`src/rtl/can_bt_pkg.sv`:
```
package can_bt_pkg;

   // Field layout of the timing configuration word
   localparam int CFG_W   = 32;
   localparam int T2_LSB  = 0;
   localparam int T2_W    = 3;
   localparam int T1_LSB  = 3;
   localparam int T1_W    = 4;
   localparam int TRI_BIT = 7;
   localparam int SJW_LSB = 8;
   localparam int SJW_W   = 2;
   localparam int PRE_LSB = 16;
   localparam int PRE_W   = 8;

   // Quantum index width: longest first segment plus one jump, plus one
   localparam int QN_W = $clog2((1 << T1_W) + (1 << SJW_W) + 2);

   typedef enum logic [1:0] {
      SEG_SYNC = 2'd0,
      SEG_PH1  = 2'd1,
      SEG_PH2  = 2'd2
   } seg_e;

   typedef struct packed {
      logic [PRE_W-1:0] pre_m1;
      logic [SJW_W-1:0] sjw_m1;
      logic             triple;
      logic [T1_W-1:0]  t1_m1;
      logic [T2_W-1:0]  t2_m1;
   } timing_t;

   function automatic timing_t decode_timing(input logic [CFG_W-1:0] w);
      timing_t t;
      t.pre_m1 = w[PRE_LSB +: PRE_W];
      t.sjw_m1 = w[SJW_LSB +: SJW_W];
      t.triple = w[TRI_BIT];
      t.t1_m1  = w[T1_LSB +: T1_W];
      t.t2_m1  = w[T2_LSB +: T2_W];
      return t;
   endfunction

endpackage

```
`src/rtl/cbt_prescaler.sv`:
```
module cbt_prescaler #(
   parameter int PW = 8
) (
   input  logic          clk,
   input  logic          rst_n,
   input  logic          hold,
   input  logic [PW-1:0] pre_m1,
   output logic          tick
);
   logic [PW-1:0] cnt;

   always_ff @(posedge clk or negedge rst_n) begin
      if (!rst_n)               cnt <= '0;
      else if (hold)            cnt <= '0;
      else if (cnt >= pre_m1)   cnt <= '0;
      else                      cnt <= cnt + PW'(1);
   end

   assign tick = !hold && (cnt >= pre_m1);
endmodule

```
`src/rtl/cbt_segmenter.sv`:
```
module cbt_segmenter
   import can_bt_pkg::*;
#(
   parameter int QW = QN_W
) (
   input  logic             clk,
   input  logic             rst_n,
   input  logic             hold,
   input  logic             tick,
   input  logic             rx_in,
   input  logic [T1_W-1:0]  t1_m1,
   input  logic [T2_W-1:0]  t2_m1,
   input  logic [SJW_W-1:0] sjw_m1,
   output logic             sample_now,
   output logic             bit_end
);
   seg_e          seg;
   logic [QW-1:0] qn;
   logic [QW-1:0] len1;
   logic          prev_q;
   logic          rs_used;

   logic [QW-1:0] t1_len, t2_len, sjw;
   logic [QW-1:0] err1, adj1, len1_eff;
   logic [QW-1:0] err2, adj2, last2;
   logic          fall, do_rs;

   always_comb begin
      t1_len   = QW'(t1_m1) + QW'(1);
      t2_len   = QW'(t2_m1) + QW'(1);
      sjw      = QW'(sjw_m1) + QW'(1);
      fall     = tick && prev_q && !rx_in;
      do_rs    = fall && !rs_used && (seg != SEG_SYNC);
      err1     = qn + QW'(1);
      adj1     = (err1 < sjw) ? err1 : sjw;
      len1_eff = len1 + (do_rs ? adj1 : '0);
      err2     = t2_len - QW'(1) - qn;
      adj2     = (err2 < sjw) ? err2 : sjw;
      last2    = t2_len - QW'(1) - (do_rs ? adj2 : '0);
      sample_now = tick && (seg == SEG_PH1) && (err1 >= len1_eff);
      bit_end    = tick && (seg == SEG_PH2) && (qn >= last2);
   end

   always_ff @(posedge clk or negedge rst_n) begin
      if (!rst_n) begin
         seg     <= SEG_SYNC;
         qn      <= '0;
         len1    <= '0;
         prev_q  <= 1'b1;
         rs_used <= 1'b0;
      end else if (hold) begin
         seg     <= SEG_SYNC;
         qn      <= '0;
         len1    <= '0;
         prev_q  <= 1'b1;
         rs_used <= 1'b0;
      end else if (tick) begin
         prev_q <= rx_in;
         unique case (seg)
            SEG_SYNC: begin
               seg  <= SEG_PH1;
               qn   <= '0;
               len1 <= t1_len;
            end
            SEG_PH1: begin
               if (do_rs) begin
                  len1    <= len1_eff;
                  rs_used <= 1'b1;
               end
               if (sample_now) begin
                  seg <= SEG_PH2;
                  qn  <= '0;
               end else begin
                  qn  <= qn + QW'(1);
               end
            end
            SEG_PH2: begin
               if (bit_end) begin
                  seg     <= SEG_SYNC;
                  qn      <= '0;
                  rs_used <= 1'b0;
               end else begin
                  qn <= qn + QW'(1);
                  if (do_rs) rs_used <= 1'b1;
               end
            end
            default: seg <= SEG_SYNC;
         endcase
      end
   end
endmodule

```
`src/rtl/cbt_voter.sv`:
```
module cbt_voter #(
   parameter bit TRIPLE_EN = 1'b1
) (
   input  logic clk,
   input  logic rst_n,
   input  logic hold,
   input  logic tick,
   input  logic rx_in,
   input  logic sample_now,
   input  logic use_triple,
   output logic rx_bit
);
   logic voted;

   generate
      if (TRIPLE_EN) begin : g_triple
         logic [1:0] hist;
         always_ff @(posedge clk or negedge rst_n) begin
            if (!rst_n)     hist <= 2'b11;
            else if (hold)  hist <= 2'b11;
            else if (tick)  hist <= {hist[0], rx_in};
         end
         always_comb begin
            if (use_triple)
               voted = (rx_in & hist[0]) | (rx_in & hist[1]) | (hist[0] & hist[1]);
            else
               voted = rx_in;
         end
      end else begin : g_single
         logic unused_vote_inputs;
         assign unused_vote_inputs = ^{use_triple, tick, hold};
         assign voted = rx_in;
      end
   endgenerate

   always_ff @(posedge clk or negedge rst_n) begin
      if (!rst_n)          rx_bit <= 1'b1;
      else if (sample_now) rx_bit <= voted;
   end
endmodule

```
`src/rtl/can_bit_timing.sv`:
```
module can_bit_timing
   import can_bt_pkg::*;
#(
   parameter bit TRIPLE_EN      = 1'b1,
   parameter int TRIPLE_MIN_PRE = 4
) (
   input  logic             clk,
   input  logic             rst_n,
   input  logic [CFG_W-1:0] cfg_word,
   input  logic             cfg_en,
   input  logic             rx_in,
   output logic             rx_bit,
   output logic             sample_stb,
   output logic             bit_stb
);
   localparam logic [PRE_W-1:0] TRI_THR = PRE_W'(TRIPLE_MIN_PRE);

   generate
      if (TRIPLE_MIN_PRE < 0 || TRIPLE_MIN_PRE >= (1 << PRE_W)) begin : g_bad_thr
         $error("TRIPLE_MIN_PRE outside prescaler field range");
      end
      if (PRE_LSB + PRE_W > CFG_W || SJW_LSB + SJW_W > PRE_LSB) begin : g_bad_layout
         $error("configuration fields overlap or exceed the word");
      end
      if (QN_W < T1_W + 1) begin : g_bad_qn
         $error("quantum index too narrow for lengthened segment");
      end
   endgenerate

   timing_t cfg_q;
   logic    unused_rsvd_bits;
   logic    tick, sample_now, bit_end, use_triple;

   assign unused_rsvd_bits = ^{cfg_word[CFG_W-1:PRE_LSB+PRE_W],
                               cfg_word[PRE_LSB-1:SJW_LSB+SJW_W]};

   always_ff @(posedge clk or negedge rst_n) begin
      if (!rst_n)      cfg_q <= '0;
      else if (cfg_en) cfg_q <= decode_timing(cfg_word);
   end

   assign use_triple = cfg_q.triple && (cfg_q.pre_m1 >= TRI_THR);

   cbt_prescaler #(.PW(PRE_W)) u_pre (
      .clk    (clk),
      .rst_n  (rst_n),
      .hold   (cfg_en),
      .pre_m1 (cfg_q.pre_m1),
      .tick   (tick)
   );

   cbt_segmenter u_seg (
      .clk        (clk),
      .rst_n      (rst_n),
      .hold       (cfg_en),
      .tick       (tick),
      .rx_in      (rx_in),
      .t1_m1      (cfg_q.t1_m1),
      .t2_m1      (cfg_q.t2_m1),
      .sjw_m1     (cfg_q.sjw_m1),
      .sample_now (sample_now),
      .bit_end    (bit_end)
   );

   cbt_voter #(.TRIPLE_EN(TRIPLE_EN)) u_vote (
      .clk        (clk),
      .rst_n      (rst_n),
      .hold       (cfg_en),
      .tick       (tick),
      .rx_in      (rx_in),
      .sample_now (sample_now),
      .use_triple (use_triple),
      .rx_bit     (rx_bit)
   );

   always_ff @(posedge clk or negedge rst_n) begin
      if (!rst_n) begin
         sample_stb <= 1'b0;
         bit_stb    <= 1'b0;
      end else begin
         sample_stb <= sample_now;
         bit_stb    <= bit_end;
      end
   end
endmodule

```
`config.mk`:
```
export PLATFORM = sky130hd
export DESIGN_NAME = can_bit_timing
export DESIGN_NICKNAME = d
export VERILOG_FILES = /design/src/rtl/can_bt_pkg.sv /design/src/rtl/cbt_prescaler.sv /design/src/rtl/cbt_segmenter.sv /design/src/rtl/cbt_voter.sv /design/src/rtl/can_bit_timing.sv
export SDC_FILE = /design/constraint.sdc
export NUM_CORES = 1
export LEC_CHECK = 0
export ABC_AREA = 1
export BUFFER_PORTS_ARGS = -buffer_cell sky130_fd_sc_hd__buf_2
export CAP_MARGIN = 10
export CORE_AREA = 2 2 94 96
export CTS_BUF_LIST = sky130_fd_sc_hd__clkbuf_8
export CTS_CLUSTER_DIAMETER = 50
export CTS_CLUSTER_SIZE = 20
export DETAILED_ROUTE_END_ITERATION = 7
export DIE_AREA = 0 0 96 98
export PLACE_DENSITY = 0.61
export SLEW_MARGIN = 10
export SYNTH_ARGS = -nofsm -noshare
export SYNTH_HDL_FRONTEND = slang
export SYNTH_SLANG_ARGS = --single-unit
```
`constraint.sdc`:
```
create_clock -name clk -period 5.4 [get_ports clk]
set_clock_uncertainty 0.15 [all_clocks]
set_input_delay 0 -clock clk [delete_from_list [all_inputs] [get_ports clk]]
set_output_delay 0 -clock clk [all_outputs]
set_load 0.01 [all_outputs]
```
# --- After elaboration in Yosys (flattened, before gate mapping) ---
# Index checks and enable logic that the tools add are counted.
totals:
  in_bits: 36
  wordCells: 93
  out_inout_bits: 3
  ff_bits: 45
op_classes:
  reduce_logical: 23
  order_cmp: 6
  add_sub_neg: 9
  mux: 30
  n_eq_ne: 5
  bitwise: 5
op_table:
  columns: ["cell", "n"]
  rows:
  - ["two-way mux 5 bit", 11]
  - ["two-way mux 8 bit", 2]
  - ["one-hot mux 5 bit (3 select lines)", 1]
  - ["two-way mux 2 bit", 6]
  - ["greater-or-equal comparator 5 bit", 2]
  - ["logical AND 1 bit", 10]
  - ["less-than comparator 5 bit", 2]
  - ["one-hot mux 5 bit (2 select lines)", 1]
  - ["subtractor 5 bit", 2]
  - ["adder 8 x 1 -> 8 bit (second input constant)", 1]
  - ["greater-or-equal comparator 8 x 3 -> 1 bit (second input constant)", 1]
  - ["greater-or-equal comparator 8 bit", 1]
  - ["two-way mux 1 bit", 7]
  - ["!= test 3 bit (second input constant)", 2]
  - ["one-hot mux 2 bit (3 select lines)", 1]
  - ["AND reduction 3 bit", 2]
  - ["nonzero test 3 bit", 2]
  - ["adder 4 x 1 -> 5 bit (second input constant)", 1]
  - ["adder 5 x 1 -> 5 bit (second input constant)", 1]
  - ["adder 5 bit", 1]
  - ["subtractor 5 x 1 -> 5 bit (second input constant)", 1]
  - ["adder 3 x 1 -> 4 bit (second input constant)", 1]
  - ["AND reduction 2 bit", 2]
  - ["nonzero test 2 bit", 2]
  - ["10 further kinds", 15]

# --- Longest topological paths before layout ---
depth:
  depth_word: 14
  ltp_mapped: 31
  ltp_nobuf: 31

# --- By module ---
# A second synthesis with hierarchy kept.
hier_totals:
  cells_unflattened: 466
  hier_area_um2: 3460.8
by_module_without_submodules:
  columns: ["module", "seq_area_each_um2", "n_inst", "cells_each", "area_each_um2"]
  rows:
  - ["cbt_segmenter", 351.6, 1, 276, 1846.8]
  - ["can_bit_timing", 500.5, 1, 84, 852.1]
  - ["cbt_prescaler", 200.2, 1, 85, 610.6]
  - ["cbt_voter", 78.8, 1, 21, 151.4]

# --- Worst setup path after synthesis ---
# No wires, ideal clock.
synth_path:
  path_type: "reg-to-reg"
  start: "register cfg_q[0] (netlist bit)"
  end: "register u_seg.seg[0]"
  required_ps: 5133
  synth_period_minus_slack_ps: 4600
  arrival_time_ps: 4333
  slack_ps: 800
  stages_incl_launch_ff: 25
  path_buffers: 0
  setup_time_ps: 117
  path_cell_list: "dfrtp_1 > ha_1 > xnor2_1 > fa_1 > inv_1 > ha_1 > a21oi_1 > o21ai_0 > nor3_2 > nand2_2 > a21oi_1 > ha_1 > inv_1 > fa_1 > a21o_1 > a21oi_1 > xor2_1 > ha_1 > a21o_1 > nor2_1 > nand3_1 > nand4_1 > nand3_1 > nand3_1 > nand2_1"
synth_between:
  elab_chain_len: 11
synth_lines:
  columns: ["element", "line", "rtl"]
  rows:
  - ["start, declared", "can_bit_timing.sv:30", "timing_t cfg_q;"]
  - ["start signal, assigned", "can_bit_timing.sv:39", "else if (cfg_en) cfg_q <= decode_timing(cfg_word);"]
  - ["adder 3 x 1 -> 4 bit (*)", "cbt_segmenter.sv:30", "t2_len = QW'(t2_m1) + QW'(1);"]
  - ["subtractor 5 x 1 -> 5 bit (*)", "cbt_segmenter.sv:37, cbt_segmenter.sv:39", null]
  - ["subtractor 5 bit", "cbt_segmenter.sv:37", "err2 = t2_len - QW'(1) - qn;"]
  - ["less-than comparator 5 bit", "cbt_segmenter.sv:38", "adj2 = (err2 < sjw) ? err2 : sjw;"]
  - ["two-way mux 5 bit", "cbt_segmenter.sv:38", null]
  - ["two-way mux 5 bit", "cbt_segmenter.sv:39", "last2 = t2_len - QW'(1) - (do_rs ? adj2 : '0);"]
  - ["subtractor 5 bit (*)", "cbt_segmenter.sv:39", null]
  - ["greater-or-equal comparator 5 bit (*)", "cbt_segmenter.sv:41", "bit_end = tick && (seg == SEG_PH2) && (qn >= last2);"]
  - ["logical AND 1 bit (*)", "cbt_segmenter.sv:41", null]
  - ["!= test 3 bit (no line) (*)", null, null]
  - ["AND reduction 3 bit (no line) (*)", null, null]
  - ["end signal, assigned", "cbt_segmenter.sv:46", "seg <= SEG_SYNC;"]
  - ["end signal, assigned", "cbt_segmenter.sv:52", "seg <= SEG_SYNC;"]
  - ["end signal, assigned", "cbt_segmenter.sv:61", "seg <= SEG_PH1;"]
  - ["end, declared", "cbt_segmenter.sv:17", "seg_e seg;"]
# Mark *: on every way between the ends. The rest lies on a longest branch, timed or not.
# A chain may end at the register's enable or synchronous reset.

# --- Worst setup path in the final report ---
layout_path:
  start: "register cfg_q[0] (netlist bit)"
  end: "register u_seg.seg[1]"
# The elaborated chain is that of the path after synthesis.

==> run metrics <==
drt first pass iters 4; # IOs 39; largest net degree at the start of global routing 45; DRT antenna net count 0; switching pwr between 0.0003 and 0.0004 W; Hold Vio Cnt, Final 0; antenna violations before repair 0; P_int 0.000633 W; Die H 98 um; setup repair after global routing missed its margin false; final setup violation count 0; final setup TNS 0 ns; Post-Syn Area per Cell 7.83 sq um; Min-Delay Path Class in2reg; hpwl dp roughly 5.4 mm; DR WL/cell ~12 um; Worst VDD drop 0.136 mV; initial DRC count 51; synthesized flop and latch total 44; Worst Tran Pin Value 0.987 ns; fmax 200 MHz; Total GRT Usage 16.8%; port bufs 24; Core Area about 8500 sq um; master of the slowest instance on the critical path fa_1; Die ar. 9410 sq um; ant diodes 0; fin crit share ~93%; Static Leakage 2.08 nW; sequential fraction of the synthesis area between 30 and 40%; met1 GRT Util between 20% and 30%; GRT met3 Usage between 2 and 2.5%; syn nets 500; count of clock tree sinks 44; DR vias 2774; status complete, no violations; vias in the first global route 2868; Critical Path RT 5.49 ns; Worst-Skew Late Latency ~0.30 ns; fin nets 548; Relative slew margins 34.2%; Congestion Overflow GR 0; overall routed net length 7.04 mm; Flop pwr share 39.3%; CTS H-tree depth 2; Residual DRC 0; cells after synthesis around 420; post-synth cell types 39; vias per std cell 4.82; layout cells sized above 1 between 10% and 20%; post-layout minimum cycle time between 5 and 6 ns; crit start category flip-flop; Mapped Area 3270 sq um; Logic pwr share just under 40%; Area growth syn-to-layout 17.5%; busiest layer in global routing met2; CTS Buf Count 5; WHS 0.0206 ns; clock power share between 20% and 30%; first-pass GRT wire length 12.6 mm; root buffer cell clkbuf_8; routability cong. about 0.85; number of placement rows 34; YS warnings 0; CTS tree built; Initial Util 38.7%; Worst Setup Path Type reg2reg; fin. max-slew vios 0; maximum clock insertion buffer count 2; CP max FO 4; crit-path max cell delay 0.57 ns; Sw Share 38.1%; clock-pin slew on the worst setup and hold paths ~0.080 ns; PD cells 266 nW/um^2; die width 96 um; Critical Path Sink Type flip-flop; GR Util met2 29.2%; WP data arrival around 5 ns; Max Cap Viol 0
## synth_stat cells, drive strengths merged
| master | instances | area [sq um] |
|---|---|---|
| a211oi | 2 | 15.0 |
| ha | 43 | 538 |
| a21oi | 18 | 90.1 |
| o21ai | 29 | 145 |
| o31ai | 2 | 20.0 |
| clkbuf | 3 | 11.3 |
| nand3b | 1 | 7.51 |
| conb | 2 | 7.51 |
| xor2 | 9 | 93.8 |
| and3 | 1 | 6.26 |
| buf | 1 | 5.00 |
| dfrtp | 41 | 1030 |
| o21a | 1 | 7.51 |
| or2 | 1 | 6.26 |
| o22ai | 1 | 6.26 |
| nand2 | 109 | 439 |
| clkinv | 2 | 7.51 |
| nor2 | 29 | 121 |
| dfstp | 3 | 78.8 |
| nor3 | 8 | 50.1 |
| fa | 3 | 60.1 |
| dlygate4sd1 | 1 | 8.76 |
| o21bai | 1 | 7.51 |
| nor4 | 1 | 6.26 |
| nand4 | 5 | 31.3 |
| nand3 | 26 | 145 |
| a21o | 3 | 22.5 |
| xnor2 | 8 | 70.1 |
| inv | 64 | 240 |
## critical path: cells and delay by family (launching register included)
family | cells | cell delay [ns]
flip-flops | 1 | 0.46
buffers and inverters | 2 | 0.11
AND/OR/NAND/NOR | 9 | 1.03
XOR/XNOR | 2 | 0.33
AO/OA/AOI/OAI | 6 | 0.91
adder cells (fa/ha/maj) | 6 | 1.97
## final timing paths
path	slack, ns	end	cells past startpoint	start
min	0.02	cfg_q[9]$_DFFE_PN0P_	4	cfg_en
min in group asynchronous	0.25	cfg_q[5]$_DFFE_PN0P_	2	rst_n
min reg2reg	0.32	cfg_q[7]$_DFFE_PN0P_	2	cfg_q[7]$_DFFE_PN0P_
max in group asynchronous	4.24	u_pre.cnt[0]$_DFF_PN0_	2	rst_n
max reg2reg	0.39	u_seg.seg[1]$_DFFE_PN0P_	25	cfg_q[0]$_DFFE_PN0P_
max	0.39	u_seg.seg[1]$_DFFE_PN0P_	25	cfg_q[0]$_DFFE_PN0P_
## state kept, by name, indices dropped and copies added (netlist names)
register / flops
u_seg.len1: 5
u_seg.qn: 5
u_seg.rs_used: 1
bit_stb: 1
u_seg.prev_q: 1
u_vote.rx_bit: 1
u_pre.cnt: 8
u_seg.seg: 2
sample_stb: 1
cfg_q: 18
u_vote.g_triple.hist: 1
## power by group through the flow
stage | combinational [W] | clock (W) | sequential (W)
finish | 0.000406 | 0.000215 | 0.000401
global route | 0.000471 | 0.000232 | 0.000408
CTS | 0.000400 | 0.000223 | 0.000401
detailed placement | 0.000386 | 0 | 0.000407
global placement | 0.000374 | 0 | 0.000405
floorplan | 0.000297 | 0 | 0.000400
## final cells by class
type	instances	area (sq um)
Clock inverter	2	10.0
Clock buffer	6	82.6
Sequential cell	44	1100
Timing Repair Buffer	46	335
Tap cell	108	135
Fill cell	847	4620
Inverter	66	248
Multi-Input combinational cell	303	1930
## kinds of logic (layout without fill, tap and decap cells)
kind of cell | after synthesis | in the layout | share of synthesized area (%)
AOI/OAI and AO/OA | 57 | 57 | 9.59
xor gates and xnor gates | 17 | 17 | 5.01
adders and majority gates | 46 | 46 | 18.3
buffers and inverters | 71 | 120 | 8.33
other | 2 | 2 | 0.229
and+or+nand+nor | 181 | 181 | 24.8
DFF | 44 | 44 | 33.7
## per-stage QoR
stage | util, % | cells | instance area (sq um) | total power [W] | worst slack [ns]
after floorplan | - | 418 | 3270 | 0.000696 | 0.800
final | 45.4 | 575 | 3850 | 0.00102 | 0.389
after global placement | 41.5 | 546 | 3510 | 0.000779 | 0.428
after CTS | 44.9 | 574 | 3800 | 0.00102 | 0.310
after global routing | 45.4 | 575 | 3850 | 0.00111 | 0.0874
after detailed placement | 41.5 | 546 | 3510 | 0.000793 | 0.354
## cell usage in the layout (no fill, tap or decap), types with 4 or more instances in the layout
cell type,netlist,final
nand4_1,5,5
buf_2,1,24
dlygate4sd3_1,0,20
inv_1,58,58
ha_1,43,42
nand2_1,103,102
o21ai_0,24,24
inv_2,6,6
o21ai_1,5,5
nand3_1,23,21
a21oi_1,18,18
nand2_2,3,4
xor2_1,7,7
xnor2_1,8,7
nor3_1,6,6
nor2_1,26,25
nand3_2,3,5
clkbuf_8,0,6
dfrtp_1,41,41
## what timing repair did
item	in CTS	in global routing
hold buffers	20	0
resized for setup	0	6
setup buffers	0	1
hold endpoints to repair	61	0
setup endpoints to repair	0	4
## routing by layer
metal | share of wire [%] | up-vias
met5 | 0 | -
met4 | 2.6 | 0
met3 | 2.2 | 20
met2 | 49 | 44
met1 | 46 | 1269
li1 | - | 1441
No activity file was read; power rests on OpenSTA's default activity.
